## src/rtl/irq_prio_pkg.sv

```systemverilog
package irq_prio_pkg;
   localparam int unsigned NUM_HW_DEF  = 64;
   localparam int unsigned PRIO_W_DEF  = 2;
   localparam int unsigned DATA_W_DEF  = 32;
   localparam int unsigned ADDR_W_DEF  = 4;
   localparam int unsigned SYNC_N_DEF  = 2;

   localparam logic [3:0] A_EN0   = 4'd0;
   localparam logic [3:0] A_EN1   = 4'd1;
   localparam logic [3:0] A_EN2   = 4'd2;
   localparam logic [3:0] A_PND0  = 4'd3;
   localparam logic [3:0] A_PND1  = 4'd4;
   localparam logic [3:0] A_PND2  = 4'd5;
   localparam logic [3:0] A_PRI0  = 4'd6;
   localparam logic [3:0] A_TRG0  = 4'd10;
   localparam logic [3:0] A_TRG1  = 4'd11;

   localparam int unsigned SWI_BIT = 16;
endpackage

```

## src/rtl/irq_line_sync.sv

```systemverilog
module irq_line_sync #(
   parameter int unsigned WIDTH  = 64,
   parameter int unsigned STAGES = 2
) (
   input  logic             clk,
   input  logic             rst_n,
   input  logic [WIDTH-1:0] raw_in,
   output logic [WIDTH-1:0] sync_out
);
   if (STAGES < 2) begin : g_bad_stages
      $error("irq_line_sync: STAGES must be at least 2");
   end

   logic [WIDTH-1:0] chain_q [STAGES];

   for (genvar s = 0; s < STAGES; s++) begin : g_stage
      always_ff @(posedge clk or negedge rst_n) begin
         if (!rst_n) chain_q[s] <= '0;
         else if (s == 0) chain_q[s] <= raw_in;
         else chain_q[s] <= chain_q[(s == 0) ? 0 : s-1];
      end
   end

   assign sync_out = chain_q[STAGES-1];
endmodule

```

## src/rtl/irq_state_regs.sv

```systemverilog
module irq_state_regs
   import irq_prio_pkg::*;
#(
   parameter int unsigned NUM_HW = NUM_HW_DEF,
   parameter int unsigned PRIO_W = PRIO_W_DEF,
   parameter int unsigned DATA_W = DATA_W_DEF,
   parameter int unsigned ADDR_W = ADDR_W_DEF
) (
   input  logic                     clk,
   input  logic                     rst_n,
   input  logic                     wr_en,
   input  logic                     rd_en,
   input  logic [ADDR_W-1:0]        addr,
   input  logic [DATA_W-1:0]        wdata,
   input  logic [NUM_HW-1:0]        lvl_in,
   output logic [DATA_W-1:0]        rdata,
   output logic [NUM_HW-1:0]        en_hw,
   output logic                     en_swi,
   output logic [NUM_HW-1:0]        pnd_hw,
   output logic                     pnd_swi,
   output logic [NUM_HW*PRIO_W-1:0] prio,
   output logic [NUM_HW-1:0]        edge_mode,
   output logic [NUM_HW-1:0]        clr_vec
);
   localparam int unsigned HALF    = DATA_W / 2;
   localparam int unsigned PRI_PER = DATA_W / PRIO_W;
   localparam int unsigned PRI_REGS = NUM_HW / PRI_PER;

   logic [NUM_HW-1:0] prev_lvl_q;
   logic [NUM_HW-1:0] rise;
   logic [DATA_W-1:0] rmux;

   assign rise = lvl_in & ~prev_lvl_q;

   always_comb begin
      clr_vec = '0;
      if (wr_en) begin
         case (addr)
            A_PND0:  clr_vec[HALF-1:0]        = wdata[HALF-1:0];
            A_PND1:  clr_vec[DATA_W-1:HALF]   = wdata[DATA_W-1:HALF];
            A_PND2:  clr_vec[NUM_HW-1:DATA_W] = wdata;
            default: clr_vec = '0;
         endcase
      end
   end

   always_ff @(posedge clk or negedge rst_n) begin
      if (!rst_n) begin
         en_hw     <= '0;
         en_swi    <= 1'b0;
         pnd_swi   <= 1'b0;
         edge_mode <= '0;
      end else if (wr_en) begin
         case (addr)
            A_EN0: begin
               en_hw[HALF-1:0] <= wdata[HALF-1:0];
               en_swi          <= wdata[SWI_BIT];
            end
            A_EN1:  en_hw[DATA_W-1:HALF]     <= wdata[DATA_W-1:HALF];
            A_EN2:  en_hw[NUM_HW-1:DATA_W]   <= wdata;
            A_PND0: pnd_swi                  <= wdata[SWI_BIT];
            A_TRG0: edge_mode[DATA_W-1:0]    <= wdata;
            A_TRG1: edge_mode[NUM_HW-1:DATA_W] <= wdata;
            default: ;
         endcase
      end
   end

   for (genvar k = 0; k < PRI_REGS; k++) begin : g_prio
      always_ff @(posedge clk or negedge rst_n) begin
         if (!rst_n) prio[k*DATA_W +: DATA_W] <= '0;
         else if (wr_en && addr == ADDR_W'(int'(A_PRI0) + k))
            prio[k*DATA_W +: DATA_W] <= wdata;
      end
   end

   always_ff @(posedge clk or negedge rst_n) begin
      if (!rst_n) begin
         prev_lvl_q <= '0;
         pnd_hw     <= '0;
      end else begin
         prev_lvl_q <= lvl_in;
         for (int n = 0; n < NUM_HW; n++) begin
            if (edge_mode[n]) pnd_hw[n] <= (pnd_hw[n] & ~clr_vec[n]) | rise[n];
            else              pnd_hw[n] <= lvl_in[n];
         end
      end
   end

   always_comb begin
      rmux = '0;
      case (addr)
         A_EN0:  rmux = {{(DATA_W-HALF-1){1'b0}}, en_swi, en_hw[HALF-1:0]};
         A_EN1:  rmux = {en_hw[DATA_W-1:HALF], {HALF{1'b0}}};
         A_EN2:  rmux = en_hw[NUM_HW-1:DATA_W];
         A_PND0: rmux = {{(DATA_W-HALF-1){1'b0}}, pnd_swi, pnd_hw[HALF-1:0]};
         A_PND1: rmux = {pnd_hw[DATA_W-1:HALF], {HALF{1'b0}}};
         A_PND2: rmux = pnd_hw[NUM_HW-1:DATA_W];
         A_TRG0: rmux = edge_mode[DATA_W-1:0];
         A_TRG1: rmux = edge_mode[NUM_HW-1:DATA_W];
         default: begin
            for (int k = 0; k < PRI_REGS; k++)
               if (addr == ADDR_W'(int'(A_PRI0) + k)) rmux = prio[k*DATA_W +: DATA_W];
         end
      endcase
   end

   always_ff @(posedge clk or negedge rst_n) begin
      if (!rst_n)     rdata <= '0;
      else if (rd_en) rdata <= rmux;
   end
endmodule

```

## src/rtl/irq_prio_arbiter.sv

```systemverilog
module irq_prio_arbiter #(
   parameter int unsigned NUM_HW = 64,
   parameter int unsigned PRIO_W = 2,
   parameter int unsigned ID_W   = $clog2(NUM_HW + 1)
) (
   input  logic                     clk,
   input  logic                     rst_n,
   input  logic [NUM_HW-1:0]        cand_hw,
   input  logic                     cand_swi,
   input  logic [NUM_HW*PRIO_W-1:0] prio,
   input  logic                     gate,
   output logic                     req,
   output logic [ID_W-1:0]          id
);
   logic              found;
   logic [PRIO_W-1:0] best_p;
   logic [ID_W-1:0]   best_i;
   logic              any;
   logic [ID_W-1:0]   nxt_id;

   always_comb begin
      found  = 1'b0;
      best_p = '0;
      best_i = '0;
      for (int i = 0; i < NUM_HW; i++) begin
         if (cand_hw[i] && (!found || prio[i*PRIO_W +: PRIO_W] < best_p)) begin
            found  = 1'b1;
            best_p = prio[i*PRIO_W +: PRIO_W];
            best_i = ID_W'(i);
         end
      end
      any    = found | cand_swi;
      nxt_id = found ? best_i : (cand_swi ? ID_W'(NUM_HW) : '0);
   end

   always_ff @(posedge clk or negedge rst_n) begin
      if (!rst_n) begin
         req <= 1'b0;
         id  <= '0;
      end else begin
         req <= gate & any;
         id  <= (gate & any) ? nxt_id : '0;
      end
   end
endmodule

```

## src/rtl/irq_prio_ctrl.sv

```systemverilog
module irq_prio_ctrl
   import irq_prio_pkg::*;
#(
   parameter int unsigned NUM_HW = NUM_HW_DEF,
   parameter int unsigned PRIO_W = PRIO_W_DEF,
   parameter int unsigned DATA_W = DATA_W_DEF,
   parameter int unsigned ADDR_W = ADDR_W_DEF,
   parameter int unsigned SYNC_N = SYNC_N_DEF,
   localparam int unsigned ID_W  = $clog2(NUM_HW + 1)
) (
   input  logic              clk,
   input  logic              rst_n,
   input  logic [NUM_HW-1:0] irq_in,
   input  logic              glb_en,
   input  logic              reg_wr,
   input  logic              reg_rd,
   input  logic [ADDR_W-1:0] reg_addr,
   input  logic [DATA_W-1:0] reg_wdata,
   output logic [DATA_W-1:0] reg_rdata,
   output logic              irq_req,
   output logic [ID_W-1:0]   irq_id
);
   if (NUM_HW != 2 * DATA_W) begin : g_bad_count
      $error("irq_prio_ctrl: register map needs NUM_HW == 2*DATA_W");
   end
   if (PRIO_W * (NUM_HW / (DATA_W / PRIO_W)) * (DATA_W / PRIO_W) != NUM_HW * PRIO_W) begin : g_bad_prio
      $error("irq_prio_ctrl: priority fields must tile the priority registers");
   end
   if (ADDR_W < 4) begin : g_bad_addr
      $error("irq_prio_ctrl: ADDR_W must cover 12 registers");
   end

   logic [NUM_HW-1:0]        lvl_sync;
   logic [NUM_HW-1:0]        en_hw;
   logic                     en_swi;
   logic [NUM_HW-1:0]        pnd_hw;
   logic                     pnd_swi;
   logic [NUM_HW*PRIO_W-1:0] prio;
   logic [NUM_HW-1:0]        edge_mode;
   logic [NUM_HW-1:0]        clr_vec;

   irq_line_sync #(.WIDTH(NUM_HW), .STAGES(SYNC_N)) u_sync (
      .clk      (clk),
      .rst_n    (rst_n),
      .raw_in   (irq_in),
      .sync_out (lvl_sync)
   );

   irq_state_regs #(.NUM_HW(NUM_HW), .PRIO_W(PRIO_W), .DATA_W(DATA_W), .ADDR_W(ADDR_W)) u_regs (
      .clk       (clk),
      .rst_n     (rst_n),
      .wr_en     (reg_wr),
      .rd_en     (reg_rd),
      .addr      (reg_addr),
      .wdata     (reg_wdata),
      .lvl_in    (lvl_sync),
      .rdata     (reg_rdata),
      .en_hw     (en_hw),
      .en_swi    (en_swi),
      .pnd_hw    (pnd_hw),
      .pnd_swi   (pnd_swi),
      .prio      (prio),
      .edge_mode (edge_mode),
      .clr_vec   (clr_vec)
   );

   irq_prio_arbiter #(.NUM_HW(NUM_HW), .PRIO_W(PRIO_W), .ID_W(ID_W)) u_arb (
      .clk      (clk),
      .rst_n    (rst_n),
      .cand_hw  (pnd_hw & en_hw),
      .cand_swi (pnd_swi & en_swi),
      .prio     (prio),
      .gate     (glb_en),
      .req      (irq_req),
      .id       (irq_id)
   );
endmodule

```

## config.mk

```make
export PLATFORM = sky130hd
export DESIGN_NAME = irq_prio_ctrl
export DESIGN_NICKNAME = d
export VERILOG_FILES = /design/src/rtl/irq_prio_pkg.sv /design/src/rtl/irq_line_sync.sv /design/src/rtl/irq_state_regs.sv /design/src/rtl/irq_prio_arbiter.sv /design/src/rtl/irq_prio_ctrl.sv
export SDC_FILE = /design/constraint.sdc
export NUM_CORES = 1
export LEC_CHECK = 0
export ABC_CLOCK_PERIOD_IN_PS = 24400
export BUFFER_PORTS_ARGS = -buffer_cell sky130_fd_sc_hd__buf_2
export CAP_MARGIN = 20
export CORE_MARGIN = 2
export CORE_UTILIZATION = 32
export CTS_CLUSTER_SIZE = 30
export DETAILED_ROUTE_END_ITERATION = 12
export PLACE_DENSITY = 0.54
export SKIP_LAST_GASP = 1
export SYNTH_ARGS = -nofsm -noshare
export SYNTH_HDL_FRONTEND = slang
export SYNTH_SLANG_ARGS = --single-unit
```

## constraint.sdc

```tcl
create_clock -name clk -period 24.4 [get_ports clk]
set_input_delay 1.22 -clock clk [delete_from_list [all_inputs] [get_ports clk]]
set_output_delay 1.22 -clock clk [all_outputs]
set_load 0.01 [all_outputs]
```

; ---- After elaboration in Yosys (flattened, before gate mapping)
; Index checks and enable logic that the tools add are counted.
[word_totals]
rom_bits = 0
regBits = 554
ramBits = 0
input_bits = 105
output_inout_bits = 40
n_memories = 0
latchBits = 0
[classes]
n_shift = 0
magnitude_cmp = 63
bitwise = 198
div = 0
add_sub_neg = 0
mul = 0
reduce_logical = 200
muxes = 266
eq_ne = 11
[ops]
columns = operator, count
row1 = 32-bit one-hot mux with 8 select lines, 1
row2 = 6-bit 2-to-1 mux, 32
row3 = 32-bit 2-to-1 mux, 5
row4 = 2-bit 2-to-1 mux, 65
row5 = 1-bit 2-to-1 mux, 129
row6 = 64-bit bitwise AND, 2
row7 = 2-bit < comparator, 63
row8 = 5-bit 2-to-1 mux, 16
row9 = 1-bit logical AND, 67
row10 = 1-bit bitwise AND, 66
row11 = 1-bit OR, 65
row12 = 64-bit 2-to-1 mux, 1
row13 = 1-bit NOT, 64
row14 = 64-bit NOT, 1
row15 = 1-bit logical NOT, 63
row16 = 1-bit logical OR, 63
row17 = 16-bit 2-to-1 mux, 2
row18 = 4-bit 2-to-1 mux, 8
row19 = 7-bit 2-to-1 mux, 3
row20 = 4-bit by 3-bit equality test with 1-bit output (second input constant), 4
row21 = 4-bit equality test (second input constant), 4
row22 = 3-bit 2-to-1 mux, 4
row23 = 2-bit AND reduction, 6
row24 = 4-bit by 2-bit equality test with 1-bit output (second input constant), 2
row25 = other kinds (2), 2

; ---- Logic depth before layout (Yosys ltp)
; Gate-level depths: netlist (run 1).
[depth]
depth_word = 257
ltp_mapped = 72

; ---- Modules after synthesis
; A second synthesis (run 1) with hierarchy kept.
[hier_totals]
hier_cells = 3289
area_unflattened_um2 = 31554.0
[by_module_without_submodules]
columns = mod, cells_each, n_inst, seq_area_each_um2, area_each_um2
row1 = irq_state_regs, 1507, 1, 10460.0, 18342.6
row2 = irq_prio_arbiter, 1525, 1, 200.2, 9121.2
row3 = irq_line_sync, 192, 1, 3203.1, 3683.5
row4 = irq_prio_ctrl, 65, 1, 0.0, 406.6

; ---- Worst setup path after synthesis (run 1)
; OpenSTA, ideal clock, no wires.
[synth_timing]
kind = flip-flop to flip-flop
start = reg u_regs.pnd_hw[0]
end = reg u_arb.id[0]
path_buffers = 1
slack_ns = 9.822
setup_ns = 0.104
t_arrival_ns = 14.474
required_time_ns = 24.296
stages_incl_launch_ff = 70
cell_sequence = dfrtp_1 -> buf_2 -> nand3_1 -> ha_1 -> a21oi_1 -> o211a_1 -> a21oi_1 -> ha_1 -> or2_2 -> a21o_1 -> o41ai_1 -> a211oi_1 -> or2_2 -> ha_1 -> nor2_1 -> o21bai_1 -> inv_1 -> or2_1 -> [... 34 more ...] -> o2bb2ai_2 -> o311ai_4 -> a31oi_2 -> o22ai_1 -> and2_2 -> mux2i_1 -> ha_1 -> and2_1 -> a2111oi_2 -> o21ai_0 -> o31a_1 -> ha_1 -> o221a_2 -> nand2_1 -> nor3_1 -> a211o_1 -> and2_1 -> a221oi_1
[synth_between]
elab_chain_len = 257
elab_cells_between_ends = 447
classes_between = order compare (63) / mux (192) / bitwise (3) / reduce/logical (189)
[synth_lines]
columns = item, line_no
row1 = start: declaration, irq_state_regs.sv:19  ; output logic [NUM_HW-1:0] pnd_hw,
row2 = start signal: indexed assignment, irq_state_regs.sv:84  ; if (edge_mode[n]) pnd_hw[n] <= (pnd_hw[n] & ~clr_vec[n]) | rise[n];
row3 = start signal: indexed assignment, irq_state_regs.sv:85  ; else pnd_hw[n] <= lvl_in[n];
row4 = 64-bit bitwise AND (*), irq_prio_ctrl.sv:70  ; .cand_hw (pnd_hw & en_hw),
row5 = 2-bit 2-to-1 mux or 1-bit 2-to-1 mux (tied branches), irq_prio_arbiter.sv:26  ; if (cand_hw[i] && (!found || prio[i*PRIO_W +: PRIO_W] < best_p)) begin
row6 = 2-bit < comparator or 1-bit logical NOT (tied branches), irq_prio_arbiter.sv:26
row7 = 1-bit logical OR, irq_prio_arbiter.sv:26
row8 = 1-bit logical AND, irq_prio_arbiter.sv:26
row9 = 2-bit 2-to-1 mux or 1-bit 2-to-1 mux (tied branches), irq_prio_arbiter.sv:26
row10 = 2-bit < comparator or 1-bit logical NOT (tied branches), irq_prio_arbiter.sv:26
row11 = 1-bit logical OR, irq_prio_arbiter.sv:26
row12 = [... 241 more ...], --
row13 = 2-bit 2-to-1 mux or 1-bit 2-to-1 mux (tied branches), irq_prio_arbiter.sv:26
row14 = 2-bit < comparator or 1-bit logical NOT (tied branches), irq_prio_arbiter.sv:26
row15 = 1-bit logical OR, irq_prio_arbiter.sv:26
row16 = 1-bit logical AND, irq_prio_arbiter.sv:26
row17 = 1-bit 2-to-1 mux, irq_prio_arbiter.sv:26
row18 = 1-bit OR, irq_prio_arbiter.sv:32  ; any = found | cand_swi;
row19 = 1-bit bitwise AND, irq_prio_arbiter.sv:42  ; id <= (gate & any) ? nxt_id : '0;
row20 = 7-bit 2-to-1 mux (*), irq_prio_arbiter.sv:42
row21 = end signal: assignment, irq_prio_arbiter.sv:42
row22 = end: declaration, irq_prio_arbiter.sv:13  ; output logic [ID_W-1:0] id
; Mark *: on every way between the ends. The rest lies on a longest branch, timed or not.
; A chain may end at the register's enable or synchronous reset.

; ---- Final worst setup path (run 1)
; Same ends and word-level chain as after synthesis.

==> summary by stage, run 1 <==
Status
The run finished with clean final reports.

Critical path
The worst setup path is launched from a register. The kind of capture point of the worst setup path is a register. The worst-case reg-to-reg path depth is 68. In this design, the stage delay of the slowest critical-path cell is 640 ps. In this design, the critical path's most frequently occurring cell is sky130_fd_sc_hd__ha_1. The largest individual stage delay along the critical path comes from the cell sky130_fd_sc_hd__a2111oi_2.

Of all nets on the critical path, the largest fanout is 8. The worst register-to-register path ends at u_arb.id[0]. The register-to-register setup slack is 7370 ps.

The critical setup path kind is reg -> reg. In this run the critical register-to-register path is launched from u_regs.pnd_hw[0]. Data arrives at the worst endpoint at 17560 ps. Data on the critical path is required at its endpoint by 24920 ps.

Yosys
Yosys mapped a number of flops with a built-in enable equal to 0. The portion of synthesized cell area occupied by the leading cell type is 49.8%. The top cell type by total area after synthesis is sky130_fd_sc_hd__dfrtp_1. In this run the cell area of the synthesized design comes to 27900 um2. The post-synthesis cell type count is 108. The Yosys step of the flow raised 0 warnings. The count of mapped cells out of synthesis is 2641. The most common flop cell mapped by yosys is sky130_fd_sc_hd__dfrtp_1. The sequential area share after synthesis is 49.8%. Sorting the synthesized cells by area gives the leading types as sky130_fd_sc_hd__dfrtp_1 50%, sky130_fd_sc_hd__mux2_2 10%, sky130_fd_sc_hd__nand2_1 4.5%.

Counting flops with an async set or reset pin after synthesis yields a share of 100%. Synthesis inferred 554 register bits. Dividing the synthesized area by the synthesized cell count gives 10.6 um2. The net count of the mapped netlist is 2753.

CTS
The clock transition at the registers of the reported paths is 60 ps. The number of clock sinks is 554. The number of levels the H-tree was split into is 3. The longest clock path from root to sink contains 3 buffers. The setup fix buffers added after clock tree synthesis is 0. The clock tree from TritonCTS is done. The post-cts gate resize count is 0.

In this run, post-CTS hold repair placed 0 buffers. Clock tree synthesis inserted a total of 67 buffers. The tree is rooted in a sky130_fd_sc_hd__clkbuf_16. The clock reaches the later pin of the worst-skew pair after 650 ps.

STA
The count of endpoints failing hold in the final timing report is 0. The worst path uses 69.8% of the clock period. After layout, the minimum clock period comes to 17030 ps. For the pin with the worst max-slew slack, the measured transition is 1170 ps. The worst relative slew slack is 22.0%.

The number of failing setup endpoints in the final timing report is 0. Setup repair after global routing left no endpoint under its margin. The final-report max-slew violation count came to 0. Static timing analysis puts the maximum clock frequency at 58.7 MHz. The final setup TNS is 0 ps. The maximum clock skew at final layout is 23.9 ps.

Placement
The number of port buffers is 144. The placed instance area is 29900 um2. The final weighted congestion in routability-driven placement is 0.966. The total half-perimeter wirelength after legalization and detailed placement is 79.4 mm.

Hold path
The count of cells along the worst hold path is 0. The startpoint identified for the worst hold timing path is u_sync.chain_q[71]. In this run the worst hold path is classified as reg -> reg.

The terminating pin of the worst hold path is u_sync.sync_out[7].

Finish
The filler cell count in the final layout is 8551. In the layout the commonest cells are 554 x sky130_fd_sc_hd__dfrtp_1, 331 x sky130_fd_sc_hd__nand2_1, 258 x sky130_fd_sc_hd__mux2_2. Of the cells placed in the final design, the portion with a size suffix greater than 1 is 23.1%. The finished cells cover 32400 um2. The synthesis-to-layout area growth is 16.2%. The most frequent standard cell in the layout excluding fill and tap cells is sky130_fd_sc_hd__dfrtp_1. The number of nets in the layout is 2876.

Global route
The residual overflow from global routing is 0. The total global-route track usage is 23.7%. The global-route wire length before repair is 157 mm. The pin count of the biggest net entering global routing is 104.

The number of global-route vias before repair was 22800. The number of antenna violations at the first check in global routing is 7.

Die
The area of the die is 89400 um2. The floorplan has 108 rows. During I/O placement, the number of pins put on the boundary was 145.

Measured along the x axis, the die boundary spans 299 um. The core region is 86500 um2. Once the floorplan was initialized, standard cells occupied 32.2% of the core.

The die is 299 um tall.

Route
The DRC violation total after the first TritonRoute iteration is 2466. The number of vias in the routed layout is 23600. In the routed design, unresolved DRC markers number 0.

The first TritonRoute pass finished after 6 iterations. The count of nets left with antenna violations once routing finished came out at 0. In the routed layout, each cell is associated on average with a via count of 5.94.

The final routed wirelength across all metal layers is 107 mm. Dividing the detail-routed wire length by the instance count gives 27.0 um.

Power
The power per cell area is 107 nW/um2. The worst-case vdd ir drop is 55.4 uV. The leakage power summed over all cells is 13.3 nW.

Run
The max-capacitance violation count is 0.
==> worst max path at each step <==
stage | start | end | depth (start not counted)
floorplan | u_regs.pnd_hw[0] | u_arb.id[0] | 69
global route | u_regs.pnd_hw[0] | u_arb.id[0] | 69
global placement | u_regs.pnd_hw[0] | u_arb.id[0] | 68
finish | u_regs.pnd_hw[0] | u_arb.id[0] | 68
CTS | u_regs.pnd_hw[0] | u_arb.id[0] | 68
detailed placement | u_regs.pnd_hw[0] | u_arb.id[0] | 68
==> state kept, by name, indices dropped and copies added (netlist names) <==
| register | count |
|---|---|
| u_regs.prio | 128 |
| u_regs.en_swi | 1 |
| u_regs.en_hw | 64 |
| u_regs.rdata | 32 |
| u_regs.pnd_swi | 1 |
| u_regs.edge_mode | 64 |
| u_arb.id | 7 |
| u_sync.chain_q | 64 |
| u_regs.pnd_hw | 64 |
| u_regs.prev_lvl_q | 64 |
| u_arb.req | 1 |
| u_sync.sync_out | 64 |
==> worst max-delay path, delay by kind of cell (launching register included) <==
family                   cells  cell delay [ps]
adder cells (fa/ha/maj)      7             2010
AO/OA/AOI/OAI               39            10510
AND/OR/NAND/NOR             20             3570
flip-flops                   1              470
multiplexers                 1              270
buffers and inverters        1               80
==> report_power, final <==
part           internal (mW)  switching, mW
clock network          0.671          0.430
registers               1.07          0.268
logic                  0.421          0.596
==> final cells by class <==
type                       count  area, um2  area share, %
inverter                      34        128          0.394
timing repair buffer         176        978           3.02
sequential                   554      13900           42.8
clock inverter                37        554           1.71
clock buffer                  87       1920           5.94
multi-input combinational   1931      13500           41.6
tap                         1155       1450           4.46
antenna                        3       7.51         0.0232
==> per-stage QoR <==
| step | total power [mW] | worst slack [ps] | std cells | hold WS (ps) | util (%) |
|---|---|---|---|---|---|
| 2_1_floorplan | 1.93 | 9820 | 2641 | 331 | - |
| 3_3_place_gp | 2.33 | 8000 | 3849 | 333 | 34.5 |
| 3_5_place_dp | 2.34 | 7610 | 3850 | 335 | 34.6 |
| 4_1_cts | 3.46 | 7490 | 3974 | 341 | 37.4 |
| 5_1_grt | 3.62 | 5850 | 3977 | 353 | 37.4 |
| 6_report | 3.45 | 7370 | 3977 | 334 | 37.4 |
==> logic make-up (layout without fill, tap and decap cells) <==
group / Yosys count / count (layout) / synth area share, %
other cells: 0 / 3 / 0
fa+ha+maj: 24 / 24 / 0.925
compound gates: 850 / 850 / 23.5
flops: 554 / 554 / 49.8
mux: 259 / 259 / 10.5
buf+inv: 156 / 334 / 2.13
simple gates: 798 / 798 / 13.2
==> metal layers <==
layer,up-vias,track usage (%),wire length [um]
li1,10300,-,-
met1,12300,34.8,50300
met2,877,35.3,46900
met3,154,3.91,6620
met4,2,8.05,3540
met5,-,0,13
==> Yosys cell counts, drive strengths merged (36+ instances only) <==
| cell type | instances |
|---|---|
| a211oi | 36 |
| clkbuf | 96 |
| a32o | 65 |
| a22oi | 36 |
| o21ai | 102 |
| nand2 | 333 |
| a21o | 48 |
| mux2 | 258 |
| nor2 | 188 |
| nand3 | 71 |
| a221oi | 71 |
| dfrtp | 554 |
| a21oi | 131 |
| and2 | 37 |
| a22o | 68 |
(Power assumes the default switching activity.)
==> run 2, diff against run 1 <==
- ABC_AREA: not set -> 1
- ABC_CLOCK_PERIOD_IN_PS: 24400 -> 17700
- clock period: 24.4 -> 17.7 ns (I/O delays scaled with it)
==> run 2 against run 1 <==
Against the previous run: the flow now finishes with violations (setup timing); combinational power increased to 3.9 times the previous value; sequential cell count is the same; synthesized area fell by 6.4%; worst setup slack lost 20000 ps; final area is 6.2% higher; wire length down 16%; largest power group is now combinational cells; highest routed layer unchanged.
==> summary by stage, run 2 <==
Power
The power per cell area is 198 nW/um2 (was 107 nW/um2). The worst-case vdd ir drop is 102 uV (was 55.4 uV). The power dissipated by switching net loads is 2.78 mW (was 1.29 mW). The leakage power summed over all cells is 17.5 nW (was 13.3 nW). The power consumption is 6.81 mW (was 3.45 mW). The cell internal power dissipation is 4.03 mW (was 2.16 mW). The sequential group share of total power is 23.7% (was 38.6%). The net switching fraction of the power came to 40.8% (was 37.5%).

The clock group share of total power is 18.5% (was 31.9%). The proportion of power drawn by combinational gates is 57.8% (was 29.4%).

Yosys
The number of enable flip-flop cells after synthesis is 0 (unchanged). The warning count from the yosys run is 0 (unchanged). The post-synthesis instance area is 26100 um2 (was 27900 um2).

The share of async-settable or async-resettable flops after synthesis is 100% (unchanged). The post-synthesis cell type count is 39 (was 108). The count of mapped cells out of synthesis is 3213 (was 2641). The average cell area after synthesis came to 8.12 um2 (was 10.6 um2).

The most common flop cell mapped by yosys is sky130_fd_sc_hd__dfrtp_1 (unchanged). Most frequent cells after synthesis: 1078 x sky130_fd_sc_hd__nand2_1, 554 x sky130_fd_sc_hd__dfrtp_1, 351 x sky130_fd_sc_hd__inv_1 (was 554 x sky130_fd_sc_hd__dfrtp_1, 333 x sky130_fd_sc_hd__nand2_1, 258 x sky130_fd_sc_hd__mux2_2). Cell types occupying the most area after synthesis: sky130_fd_sc_hd__dfrtp_1 53%, sky130_fd_sc_hd__nand2_1 16%, sky130_fd_sc_hd__o21ai_0 5.4% (was sky130_fd_sc_hd__dfrtp_1 50%, sky130_fd_sc_hd__mux2_2 10%, sky130_fd_sc_hd__nand2_1 4.5%).

The flip-flop and latch count after synthesis is 554 (unchanged). The cell with the most instances after synthesis was sky130_fd_sc_hd__nand2_1 (was sky130_fd_sc_hd__dfrtp_1). The net count of the mapped netlist is 3325 (was 2753). The sequential area share after synthesis is 53.1% (was 49.8%). The top cell type by total area after synthesis is sky130_fd_sc_hd__dfrtp_1 (unchanged).

The portion of synthesized cell area occupied by the leading cell type is 53.1% (was 49.8%).

Finish
Top library cells by usage in the layout, fill and taps aside: 901 x sky130_fd_sc_hd__nand2_1, 554 x sky130_fd_sc_hd__dfrtp_1, 472 x sky130_fd_sc_hd__buf_4 (was 554 x sky130_fd_sc_hd__dfrtp_1, 331 x sky130_fd_sc_hd__nand2_1, 258 x sky130_fd_sc_hd__mux2_2). The number of nets in the layout is 3910 (was 2876). The area of all placed cells without fillers is 34400 um2 (was 32400 um2). The antenna diode count is 0 (was 3). The register ranked first by flip-flop count is u_regs.prio (unchanged). The fraction of layout instances using a drive strength above 1 was 28.4% (was 23.1%). The synthesis-to-layout area growth is 31.7% (was 16.2%). The most frequent standard cell in the layout excluding fill and tap cells is sky130_fd_sc_hd__nand2_1 (was sky130_fd_sc_hd__dfrtp_1). The flip-flop count of the largest register after layout is 128 (unchanged).

CTS
The buffer type at the clock tree root is sky130_fd_sc_hd__clkbuf_16 (unchanged). The number of levels the H-tree was split into is 2 (was 3). The maximum number of buffers from clock root to sink is 3 (unchanged).

The number of clock sinks is 554 (unchanged). The count of hold buffers inserted by post-cts repair is 0 (unchanged). The clock transition at the registers of the reported paths came to 60 ps (about the same). The clock latency at the later pin of the worst-skew pair is 630 ps (was 650 ps). The number of buffers inserted during clock tree synthesis is 56 (was 67). The clock tree from TritonCTS is done (unchanged).

Route
The number of vias in the routed layout is 24200 (was 23600). The number of iterations in the first detailed-routing pass is 5 (was 6). The mean number of vias per cell came to 4.93 (was 5.94). The average routed wire per standard cell is 18.4 um (was 27.0 um). The DRC violation total after the first TritonRoute iteration is 2016 (was 2466).

The residual antenna-violating net count after detailed routing is 0 (unchanged). The DRC violations left is 0 (unchanged). The final routed wirelength across all metal layers was 90.3 mm (was 107 mm).

Critical path
The startpoint type of the worst setup path is a register (unchanged). The most repeated library cell on the critical path is sky130_fd_sc_hd__nand2_2 (was sky130_fd_sc_hd__ha_1). The worst-case reg-to-reg path depth came to 385 (was 68).

The largest stage delay on the critical path is 360 ps (was 640 ps). The worst path arrival time is 31080 ps (was 17560 ps). The capture instance of the worst register-to-register path is u_arb.id[5] (was u_arb.id[0]). The required arrival time at the worst endpoint is 18250 ps (was 24920 ps). The worst flop-to-flop path startpoint is u_regs.pnd_hw[0] (unchanged). The maximum net fanout on the critical path is 6 (was 8). The critical setup path kind is reg -> reg (unchanged). The kind of capture point of the worst setup path is a register (unchanged).

The library cell contributing the largest single delay on the critical path is sky130_fd_sc_hd__dfrtp_1 (was sky130_fd_sc_hd__a2111oi_2). The register-to-register setup slack is -12830 ps (was 7370 ps).

Die
The horizontal die dimension is 290 um (was 299 um). The core outline area is 80700 um2 (was 86500 um2). The count of pins on the block boundary is 145 (unchanged). The height of the chip was 290 um (was 299 um). The starting utilization of the core area is 32.3% (was 32.2%). The area of the die is 83800 um2 (was 89400 um2). The number of cell rows is 104 (was 108).

STA
The number of failing setup endpoints in the final timing report is 6 (was 0). The final-report max-slew violation count is 0 (unchanged). The maximum operating frequency is 32.8 MHz (was 58.7 MHz). The ratio of final minimum period to clock period came to 172% (was 69.8%). The worst hold margin came to 308 ps (was 334 ps). The worst relative slew slack is 25.1% (was 22.0%). The count of endpoints failing hold in the final timing report is 0 (unchanged). The final setup TNS was -76870 ps (was 0 ps). The maximum clock skew at final layout came to 15.7 ps (was 23.9 ps). The final critical-path required period is 30530 ps (was 17030 ps).

The transition time of the tightest slew-check pin was 1100 ps (was 1170 ps). Setup repair after global routing missed its margin: yes (was no). The worst setup margin is -12830 ps (was 7370 ps).

Placement
The final weighted congestion in routability-driven placement is 0.904 (was 0.966). The number of port buffers is 144 (unchanged). The placed instance area is 31000 um2 (was 29900 um2). The total half-perimeter wirelength after legalization and detailed placement came to 65.8 mm (was 79.4 mm).

Status
The final reports fail on setup timing. Status: complete, but fails checks (was completed).

Global route
The number of global-route vias before repair came to 22900 (was 22800). The number of antenna violations at the first check in global routing is 2 (was 7). The pin count of the biggest net entering global routing is 117 (was 104). The residual overflow from global routing is 0 (unchanged).

The total global-route track usage is 21.4% (was 23.7%). The global-route wire length before repair is 137 mm (was 157 mm).

Hold path
The class of the worst hold path was in -> async (was reg -> reg).

Run
The max-capacitance violation count is 0 (unchanged).
run 2: changes by cell type after synthesis, sizes merged, moves of 43 or more:
cell	delta
inv	+328
nand3	+202
nand2	+867
a21oi	-86
mux2	-258
a22o	-43
o21ai	+184
a221oi	-50
a21o	-47
run 2: what timing repair did:
item                                   in CTS  in global routing
gates resized for setup                    57                190
gates cloned                                0                  0
setup endpoints to repair                   6                  8
pin swaps                                  27                144
endpoints found under the hold margin       0                  0
buffers inserted                           18                 61
run 2: worst max-delay path by stage:
stage,startpoint,endpoint,cells after the start
3_3_place_gp,u_regs.en_hw[0],u_arb.id[0],385
6_report,u_regs.pnd_hw[0],u_arb.id[5],385
5_1_grt,u_regs.pnd_hw[0],u_arb.id[5],385
4_1_cts,u_regs.pnd_hw[0],u_arb.id[0],385
3_5_place_dp,u_regs.pnd_hw[0],u_arb.id[0],385
2_1_floorplan,u_regs.pnd_hw[0],u_arb.id[4],385
run 2: layer usage:
metal | GRT usage [%] | share of wire [%]
met1 | 31.6 | 48
met2 | 33.6 | 45
met5 | 0 | 0.013
met3 | 2.40 | 4.8
met4 | 5.19 | 2.1
run 2: final cells by class:
type	count	area, um2
Timing Repair Buffer	624	4440
Clock buffer	65	1490
Clock inverter	38	459
Inverter	372	1490
Tap cell	1060	1330
Multi-Input combinational cell	2190	11300
Sequential cell	554	13900
Fill cell	8187	46300
run 2: cell families after synthesis:
| kind of cell | count (synthesis) | synth area share [%] |
|---|---|---|
| AOI/OAI and AO/OA | 528 | 12.9 |
| and+or+nand+nor | 1655 | 26.6 |
| adders and majority gates | 7 | 0.336 |
| DFF | 554 | 53.1 |
| buffers and inverters | 469 | 7.11 |
run 2: power groups by stage:
stage / clock (mW) / sequential [mW] / combinational (mW)
after global placement: 0 / 1.63 / 3.19
after floorplan: 0 / 1.59 / 1.82
after detailed placement: 0 / 1.63 / 3.21
after CTS: 1.29 / 1.61 / 3.37
after global routing: 1.34 / 1.64 / 4.34
final: 1.26 / 1.62 / 3.93
run 2: critical path, delay by kind of cell, from the launching register on:
| kind | cells | cell delay [ps] |
|---|---|---|
| AND/OR/NAND/NOR | 370 | 27180 |
| adder cells (fa/ha/maj) | 7 | 1890 |
| AO/OA/AOI/OAI | 7 | 870 |
| flip-flops | 1 | 360 |
| buffers and inverters | 1 | 60 |
run 2: per-stage QoR:
stage	std cells	worst slack, ps	utilization (%)
5_1_grt	4903	-16210	42.6
2_1_floorplan	3213	-8920	-
4_1_cts	4838	-11610	41.2
6_report	4903	-12830	42.6
3_3_place_gp	4717	-11140	38.4
3_5_place_dp	4717	-11850	38.4
